File: config.mk
export PLATFORM = sky130hd
export DESIGN_NAME = nand_seq
export DESIGN_NICKNAME = d
export VERILOG_FILES = /design/src/rtl/nand_seq_pkg.sv /design/src/rtl/nand_seq_sync.sv /design/src/rtl/nand_seq_phase.sv /design/src/rtl/nand_seq.sv
export SDC_FILE = /design/constraint.sdc
export NUM_CORES = 1
export LEC_CHECK = 0
export ABC_AREA = 1
export BUFFER_PORTS_ARGS = -buffer_cell sky130_fd_sc_hd__buf_2
export CAP_MARGIN = 10
export CORE_ASPECT_RATIO = 0.8
export CORE_MARGIN = 2
export CORE_UTILIZATION = 45
export CTS_CLUSTER_SIZE = 40
export DETAILED_ROUTE_END_ITERATION = 12
export GPL_ROUTABILITY_DRIVEN = 0
export PLACE_DENSITY = 0.73
export SLEW_MARGIN = 20
export SYNTH_ARGS = -nofsm -noshare
export SYNTH_HDL_FRONTEND = slang
export SYNTH_HIERARCHICAL = 1
export SYNTH_SLANG_ARGS = --single-unit
File: constraint.sdc
create_clock -name clk -period 4.8 [get_ports clk]
set_clock_uncertainty 0.15 [all_clocks]
set_input_delay 0.48 -clock clk [delete_from_list [all_inputs] [get_ports clk]]
set_output_delay 0.48 -clock clk [all_outputs]
set_load 0.02 [all_outputs]
File: src/rtl/nand_seq_pkg.sv
package nand_seq_pkg;

    typedef enum logic [1:0] {
        OP_CMD  = 2'd0,
        OP_ADDR = 2'd1,
        OP_WR   = 2'd2,
        OP_RD   = 2'd3
    } op_e;

    typedef enum logic [1:0] {
        PH_IDLE   = 2'd0,
        PH_SETUP  = 2'd1,
        PH_STROBE = 2'd2,
        PH_HOLD   = 2'd3
    } phase_e;

    typedef struct packed {
        logic cle;
        logic ale;
        logic we_n;
        logic re_n;
        logic oe;
    } pins_t;

    function automatic pins_t decode_pins(phase_e ph, op_e op);
        pins_t p;
        logic active;
        active = (ph != PH_IDLE);
        p.cle  = active && (op == OP_CMD);
        p.ale  = active && (op == OP_ADDR);
        p.we_n = !((ph == PH_STROBE) && (op != OP_RD));
        p.re_n = !((ph == PH_STROBE) && (op == OP_RD));
        p.oe   = active && (op != OP_RD);
        return p;
    endfunction

endpackage

File: src/rtl/nand_seq_sync.sv
module nand_seq_sync #(
    parameter int STAGES = 2
) (
    input  logic clk,
    input  logic rst,
    input  logic async_in,
    output logic sync_out
);
    logic [STAGES-1:0] chain_q;

    always_ff @(posedge clk) begin
        if (rst) chain_q <= '0;
        else     chain_q <= {chain_q[STAGES-2:0], async_in};
    end

    assign sync_out = chain_q[STAGES-1];

    assert_sync_delay_R10: assert property (@(posedge clk) disable iff (rst)
        $rose(sync_out) |-> $past(async_in, 2));

endmodule

File: src/rtl/nand_seq_phase.sv
module nand_seq_phase
    import nand_seq_pkg::*;
#(
    parameter int SETUP_W  = 2,
    parameter int STROBE_W = 3
) (
    input  logic                clk,
    input  logic                rst,
    input  logic                go,
    input  logic                more,
    input  logic [SETUP_W-1:0]  setup_len,
    input  logic [STROBE_W-1:0] strobe_len,
    input  logic [STROBE_W-1:0] hold_len,
    output phase_e              phase,
    output logic                strobe_last,
    output logic                byte_end
);
    localparam int CNT_W = (SETUP_W > STROBE_W) ? SETUP_W : STROBE_W;

    phase_e           ph_q;
    logic [CNT_W-1:0] cnt_q;
    logic             cnt_zero;

    assign cnt_zero = (cnt_q == '0);

    always_ff @(posedge clk) begin
        if (rst) begin
            ph_q  <= PH_IDLE;
            cnt_q <= '0;
        end else begin
            unique case (ph_q)
                PH_IDLE: if (go) begin
                    ph_q  <= PH_SETUP;
                    cnt_q <= CNT_W'(setup_len);
                end
                PH_SETUP: if (cnt_zero) begin
                    ph_q  <= PH_STROBE;
                    cnt_q <= CNT_W'(strobe_len);
                end else cnt_q <= cnt_q - 1'b1;
                PH_STROBE: if (cnt_zero) begin
                    ph_q  <= PH_HOLD;
                    cnt_q <= CNT_W'(hold_len);
                end else cnt_q <= cnt_q - 1'b1;
                PH_HOLD: if (cnt_zero) begin
                    if (more) begin
                        ph_q  <= PH_SETUP;
                        cnt_q <= CNT_W'(setup_len);
                    end else begin
                        ph_q <= PH_IDLE;
                    end
                end else cnt_q <= cnt_q - 1'b1;
                default: ph_q <= PH_IDLE;
            endcase
        end
    end

    assign phase       = ph_q;
    assign strobe_last = (ph_q == PH_STROBE) && cnt_zero;
    assign byte_end    = (ph_q == PH_HOLD) && cnt_zero;

    assert_leave_idle_R1: assert property (@(posedge clk) disable iff (rst)
        (ph_q == PH_IDLE) |=> (ph_q == PH_IDLE || ph_q == PH_SETUP));

endmodule

File: src/rtl/nand_seq.sv
module nand_seq
    import nand_seq_pkg::*;
#(
    parameter int SETUP_W  = 2,
    parameter int STROBE_W = 3
) (
    input  logic                clk,
    input  logic                rst,
    input  logic                cfg_we,
    input  logic [SETUP_W-1:0]  cfg_setup,
    input  logic [STROBE_W-1:0] cfg_strobe,
    input  logic [STROBE_W-1:0] cfg_hold,
    input  logic                ce_we,
    input  logic                ce_off,
    input  logic                start,
    input  logic [1:0]          op,
    input  logic                word_mode,
    input  logic [31:0]         wdata,
    output logic                busy,
    output logic                done,
    output logic [31:0]         rdata,
    output logic                status_ready,
    output logic                nand_cle,
    output logic                nand_ale,
    output logic                nand_we_n,
    output logic                nand_re_n,
    output logic                nand_ce_n,
    output logic [7:0]          nand_dq_o,
    output logic                nand_dq_oe,
    input  logic [7:0]          nand_dq_i,
    input  logic                nand_rb
);
    localparam int LANES = 4;
    localparam int IDX_W = $clog2(LANES);
    localparam logic [IDX_W-1:0] LAST_IDX = IDX_W'(LANES - 1);

    logic [SETUP_W-1:0]  setup_q;
    logic [STROBE_W-1:0] strobe_q, hold_q;
    logic                ce_off_q;
    op_e                 op_q;
    logic                word_q;
    logic [31:0]         wdata_q, rdata_q;
    logic [IDX_W-1:0]    idx_q;
    logic                done_q;
    phase_e              phase;
    logic                strobe_last, byte_end, go, more;
    pins_t               pins;

    assign go   = start && (phase == PH_IDLE);
    assign more = word_q && (idx_q != LAST_IDX);

    always_ff @(posedge clk) begin
        if (rst) begin
            setup_q  <= '1;
            strobe_q <= '1;
            hold_q   <= '1;
            ce_off_q <= 1'b1;
        end else begin
            if (cfg_we) begin
                setup_q  <= cfg_setup;
                strobe_q <= cfg_strobe;
                hold_q   <= cfg_hold;
            end
            if (ce_we) ce_off_q <= ce_off;
        end
    end

    always_ff @(posedge clk) begin
        if (rst) begin
            op_q    <= OP_CMD;
            word_q  <= 1'b0;
            wdata_q <= '0;
            rdata_q <= '0;
            idx_q   <= '0;
            done_q  <= 1'b0;
        end else begin
            done_q <= byte_end && !more;
            if (go) begin
                op_q    <= op_e'(op);
                word_q  <= word_mode;
                wdata_q <= wdata;
                rdata_q <= '0;
                idx_q   <= '0;
            end else begin
                if (strobe_last && op_q == OP_RD)
                    rdata_q[{idx_q, 3'b000} +: 8] <= nand_dq_i;
                if (byte_end && more)
                    idx_q <= idx_q + 1'b1;
            end
        end
    end

    nand_seq_phase #(.SETUP_W(SETUP_W), .STROBE_W(STROBE_W)) u_phase (
        .clk        (clk),
        .rst        (rst),
        .go         (go),
        .more       (more),
        .setup_len  (setup_q),
        .strobe_len (strobe_q),
        .hold_len   (hold_q),
        .phase      (phase),
        .strobe_last(strobe_last),
        .byte_end   (byte_end)
    );

    nand_seq_sync #(.STAGES(2)) u_rb_sync (
        .clk     (clk),
        .rst     (rst),
        .async_in(nand_rb),
        .sync_out(status_ready)
    );

    assign pins       = decode_pins(phase, op_q);
    assign nand_cle   = pins.cle;
    assign nand_ale   = pins.ale;
    assign nand_we_n  = pins.we_n;
    assign nand_re_n  = pins.re_n;
    assign nand_dq_oe = pins.oe;
    assign nand_dq_o  = wdata_q[{idx_q, 3'b000} +: 8];
    assign nand_ce_n  = ce_off_q;
    assign busy       = (phase != PH_IDLE);
    assign done       = done_q;
    assign rdata      = rdata_q;

    assert_strobe_excl_R7: assert property (@(posedge clk) disable iff (rst)
        !(!nand_we_n && !nand_re_n));
    assert_latch_excl_R5: assert property (@(posedge clk) disable iff (rst)
        !(nand_cle && nand_ale));
    assert_done_pulse_R11: assert property (@(posedge clk) disable iff (rst)
        done |=> !done);
    assert_busy_ignore_R11: assert property (@(posedge clk) disable iff (rst)
        (busy && start) |=> ($stable(op_q) && $stable(wdata_q)));
    assert_byte_lane_R8: assert property (@(posedge clk) disable iff (rst)
        (busy && !word_q) |-> (idx_q == '0));
    assert_ce_select_R9: assert property (@(posedge clk) disable iff (rst)
        ce_we |=> (nand_ce_n == $past(ce_off)));

endmodule

======== Word level (Yosys, flattened, before mapping) ========
Index checks and enable logic that the tools add are counted.
storage, ports and cells
  output and inout port bits .............. 49
  logic and storage cells ................. 66
  input bits .............................. 58
  bits in registers ....................... 86
operators by class
  shift operators ......................... 3
  muxes and demuxes ....................... 13
  reductions and logical operators ........ 22
  eq/ne operators ......................... 12
  add/subtract/negate cells ............... 3
operators with widths
  operator                                                                  number
  32-bit bitwise mux                                                        1
  8-bit by 7-bit variable shift with 32-bit output (first input constant)   1
  32-bit by 6-bit variable part select with 8-bit output                    1
  8-bit by 7-bit variable part select with 32-bit output                    1
  3-bit two-way mux                                                         5
  1-bit logical AND                                                         12
  3-bit case mux with 4 select lines                                        1
  2-bit two-way mux                                                         4
  2-bit case mux with 4 select lines                                        1
  5-bit negator with 7-bit output                                           1
  2-bit == test (second input constant)                                     3
  2-bit by 1-bit inequality test with 1-bit output (second input constant)  3
  2-bit inequality test (second input constant)                             3
  2-bit by 1-bit == test with 1-bit output (second input constant)          2
  2-bit zero test                                                           2
  4-bit AND reduction                                                       1
  1-bit zero test                                                           3
  3-bit zero test                                                           1
  3-bit inequality test (second input constant)                             1
  3-bit by 1-bit subtractor with 3-bit output (second input constant)       1
  2-bit by 1-bit adder with 2-bit output (second input constant)            1
  2-bit AND reduction                                                       1
  2-bit nonzero test                                                        1
  2-bit OR reduction                                                        1
  1-bit two-way mux                                                         1

======== Depth between registers and ports, before layout ========
  word-level depth ........................ 5
  mapped depth ............................ 11
  gate-level depth less buffers ........... 11

======== By module ========
The synthesis kept the hierarchy.
by module, submodules not included
  module          area an instance (um^2)  instances  sequential area each (um^2)  cells an instance
  nand_seq        3,552.2                  1          1,581.5                      526
  nand_seq_phase  521.8                    1          100.1                        80
  nand_seq_sync   55.1                     1          40.0                         6

======== Worst setup path before layout ========
Ideal clock, no wire load.
  path kind ............................... register to output
  start point ............................. register idx_q[0]
  end point ............................... output port nand_dq_o[5]
  setup slack ............................. 2.957 ns
  required time ........................... 4.170 ns
  buffers on the path ..................... 2
  data arrival time ....................... 1.213 ns
  cell stages (with the launch flop) ...... 5
  cells stage by stage .................... dfxtp_1 buf_2 buf_2 o21ai_0 o22ai_1
on the way
  cells in the longest elaborated chain, start to end .. 1
ends and longest elaborated chain
  element                                                 RTL line         source
  start, declared                                         nand_seq.sv:43   logic [IDX_W-1:0] idx_q;
  start signal, assigned                                  nand_seq.sv:88   idx_q <= idx_q + 1'b1;
  32-bit by 6-bit variable part select with 8-bit output  nand_seq.sv:119  assign nand_dq_o = wdata_q[{idx_q, 3'b000} +: 8];
  end, declared                                           nand_seq.sv:28   output logic [7:0] nand_dq_o,
No other way between the ends.

======== Worst setup path after layout ========
  start point ............................. register idx_q[0]
  end point ............................... output port nand_dq_o[3]
The elaborated chain is that of the path after synthesis.

==> results.json <==
{
  "fp.dieArea_sq_um": 9960,
  "synth_area_sq_um": 4130,
  "cts_tree": "done",
  "hold_end": "nand_ce_n",
  "antenna_found_initial": 0,
  "initial_utilization_pct": 45.9,
  "grt_pass1_wl_microns": 16600,
  "ys_ff_latch": 86,
  "startpoint_type": "flip-flop",
  "synthArstFlopShare_pct": 0,
  "grt_pass1_vias": 3572,
  "cts_buffer_depth": 2,
  "crit_arrival_ns": 2.64,
  "syn_nets": 683,
  "cts_buffers": 9,
  "total_leakage_power_uw": 0.00248,
  "vias_per_cell": 4.90,
  "end_kind": "output pin",
  "cts_resized": 0,
  "placed_area_sq_um": 4680,
  "design_area_sq_um": 4970,
  "nNetsFinal": 778,
  "syn_avg_cell_area_sq_um": 6.75,
  "critPathRequiredTime_ns": 4.17,
  "postRouteAntennaNets": 0,
  "wire_per_inst_microns": 12.3,
  "layout_common_cells": "nor2_1 (168), nand2_1 (120), buf_2 (106)",
  "drc": 0,
  "drt_iter0_markers": 192,
  "hold_viol": 0,
  "rrSetupSlack_ns": 1.74,
  "diodes": 0,
  "rr_worst_depth": 6,
  "yosys.area.top_type": "dfxtp_1",
  "final.period_utilization_pct": 68.1,
  "clock_tree.root_cell": "clkbuf_16",
  "ys_types": 30,
  "worstReg2RegEnd": "rdata[23]",
  "drt_first_pass_iters": 5,
  "tns_ns": 0,
  "critPathMaxFanout": 32,
  "slew_viol_final": 0,
  "cts.clk_slew.worst_paths_ns": 0.06,
  "wirelength_microns": 10200,
  "port_buffers": 106,
  "cap_violations": 0,
  "slew-limit-headroom_pct": 33.0,
  "synth_edf_count": 0,
  "fp.dieH_microns": 89.7,
  "whs_path_depth": 2,
  "ff_latch_area_sq_um": 1720,
  "place_hpwl_microns": 7580,
  "track_usage_pct": 20.5,
  "ys.flop_type": "dfxtp_1",
  "status": "finished clean",
  "clock-sinks": 86,
  "layout-drive-gt1-share_pct": 19.7,
  "grt_max_degree": 45,
  "final.min_clock_period_ns": 3.27,
  "finalNonFillerCells": 827,
  "synth_warnings": 6,
  "yosys.area.top_type_share_pct": 41.7,
  "coreArea_sq_um": 9000,
  "synth_area_leaders": "dfxtp_1 (42%), nor2_1 (15%), nand2_1 (11%)",
  "multi_input_area_sq_um": 2020,
  "yosysSeqAreaShare_pct": 41.7,
  "finalSetupViolCount": 0,
  "min-delay-start": "ce_we",
  "r2r_start": "idx_q[0]",
  "die_w_microns": 111,
  "io-pin-count": 107,
  "rows": 31,
  "final_common_cell": "nor2_1",
  "rsz0062_at_grt": "false",
  "clock_latency_ns": 0.33,
  "cts_hold_buf": 0,
  "htreeDepth": 3,
  "tightest_slew_ns": 1.00,
  "crit_type": "reg -> out",
  "nFillCells": 931,
  "vias": 4056,
  "cellPowerDensity_nw_per_um2": 454,
  "cts_setup_buffers": 0,
  "overflow": 0,
  "worst_hold_path_type": "in -> reg",
  "peakVddDrop_mv": 0.209,
  "place_inst": 811,
  "area_growth_pct": 20.3,
  "netlist_instances": 612,
  "fmax_mhz": 306
}
==> how the worst max path moves through the flow <==
| stage | from | to | slack [ns] | cells past startpoint |
|---|---|---|---|---|
| 4_1_cts | idx_q[0] | nand_dq_o[3] | 1.58 | 4 |
| 5_1_grt | idx_q[0] | nand_dq_o[3] | 1.34 | 4 |
| 3_5_place_dp | idx_q[0] | rdata[18] | 1.81 | 6 |
| 2_1_floorplan | idx_q[0] | nand_dq_o[5] | 2.96 | 4 |
| 6_report | idx_q[0] | nand_dq_o[3] | 1.53 | 4 |
| 3_3_place_gp | idx_q[0] | rdata[25] | 1.94 | 7 |
==> cell type report <==
class | instances | area share [%]
tap | 115 | 2.90
inverter | 69 | 5.36
multi-input combinational | 435 | 40.6
clock buffer | 10 | 4.81
timing repair buffer | 106 | 10.7
sequential | 86 | 34.7
clock inverter | 6 | 0.957
==> routing by layer <==
| metal | global-route usage (%) | up-vias | wire length (microns) |
|---|---|---|---|
| li1 | - | 2101 | - |
| met1 | 27.6 | 1817 | 4790 |
| met2 | 33.8 | 128 | 4600 |
| met3 | 5.17 | 10 | 714 |
| met4 | 4.83 | 0 | 86 |
| met5 | 0 | - | 0 |
==> kinds of logic after synthesis <==
group	share of synthesized area, %
buffers and inverters	9.39
AOI/OAI and AO/OA	11.4
and+or+nand+nor	33.6
DFF	41.7
adders and majority gates	3.94
==> synthesized netlist by cell type, types with 2 or more instances <==
| cell type | instances |
|---|---|
| buf_6 | 3 |
| clkbuf_1 | 10 |
| nand2_1 | 120 |
| buf_4 | 2 |
| dfxtp_1 | 86 |
| inv_1 | 65 |
| buf_2 | 7 |
| nor2_1 | 168 |
| o22ai_1 | 8 |
| o21ai_0 | 59 |
| a21oi_1 | 18 |
| nor2_4 | 3 |
| ha_1 | 13 |
| nand2_4 | 3 |
| nand3_1 | 28 |
| nand2_2 | 4 |
| inv_2 | 2 |
==> sequential cells by signal, summed over array words and instances, names as in the netlist, 2 cells and up <==
name and cells:
u_phase/cnt_q 3, setup_q 2, u_phase/phase 2, rdata 32, op_q 2, hold_q 3
wdata_q 32, idx_q 2, u_rb_sync/chain_q 2, strobe_q 3
==> worst max-delay path: stages (launching register included) <==
cell and delay (ns):
dfxtp_1 0.98, inv_1 0.61, o21ai_0 0.38, o22ai_1 0.14
buf_2 0.18
==> through the flow <==
stage	setup WS [ns]	util [%]	hold slack (ns)	power, uW
5_1_grt	1.34	55.2	0.189	2410
2_1_floorplan	2.96	-	0.238	1440
3_5_place_dp	1.81	52.0	0.260	1610
4_1_cts	1.58	55.2	0.191	2260
6_report	1.53	55.2	0.190	2260
3_3_place_gp	1.94	52.0	0.245	1580
==> where the power goes <==
part / internal (uW) / total [uW] / switching, uW
Combinational: 242 / 715 / 473
Sequential: 813 / 881 / 68.4
Clock: 366 / 659 / 293
Total: 1420 / 2260 / 834
(Power assumes the default switching activity.)
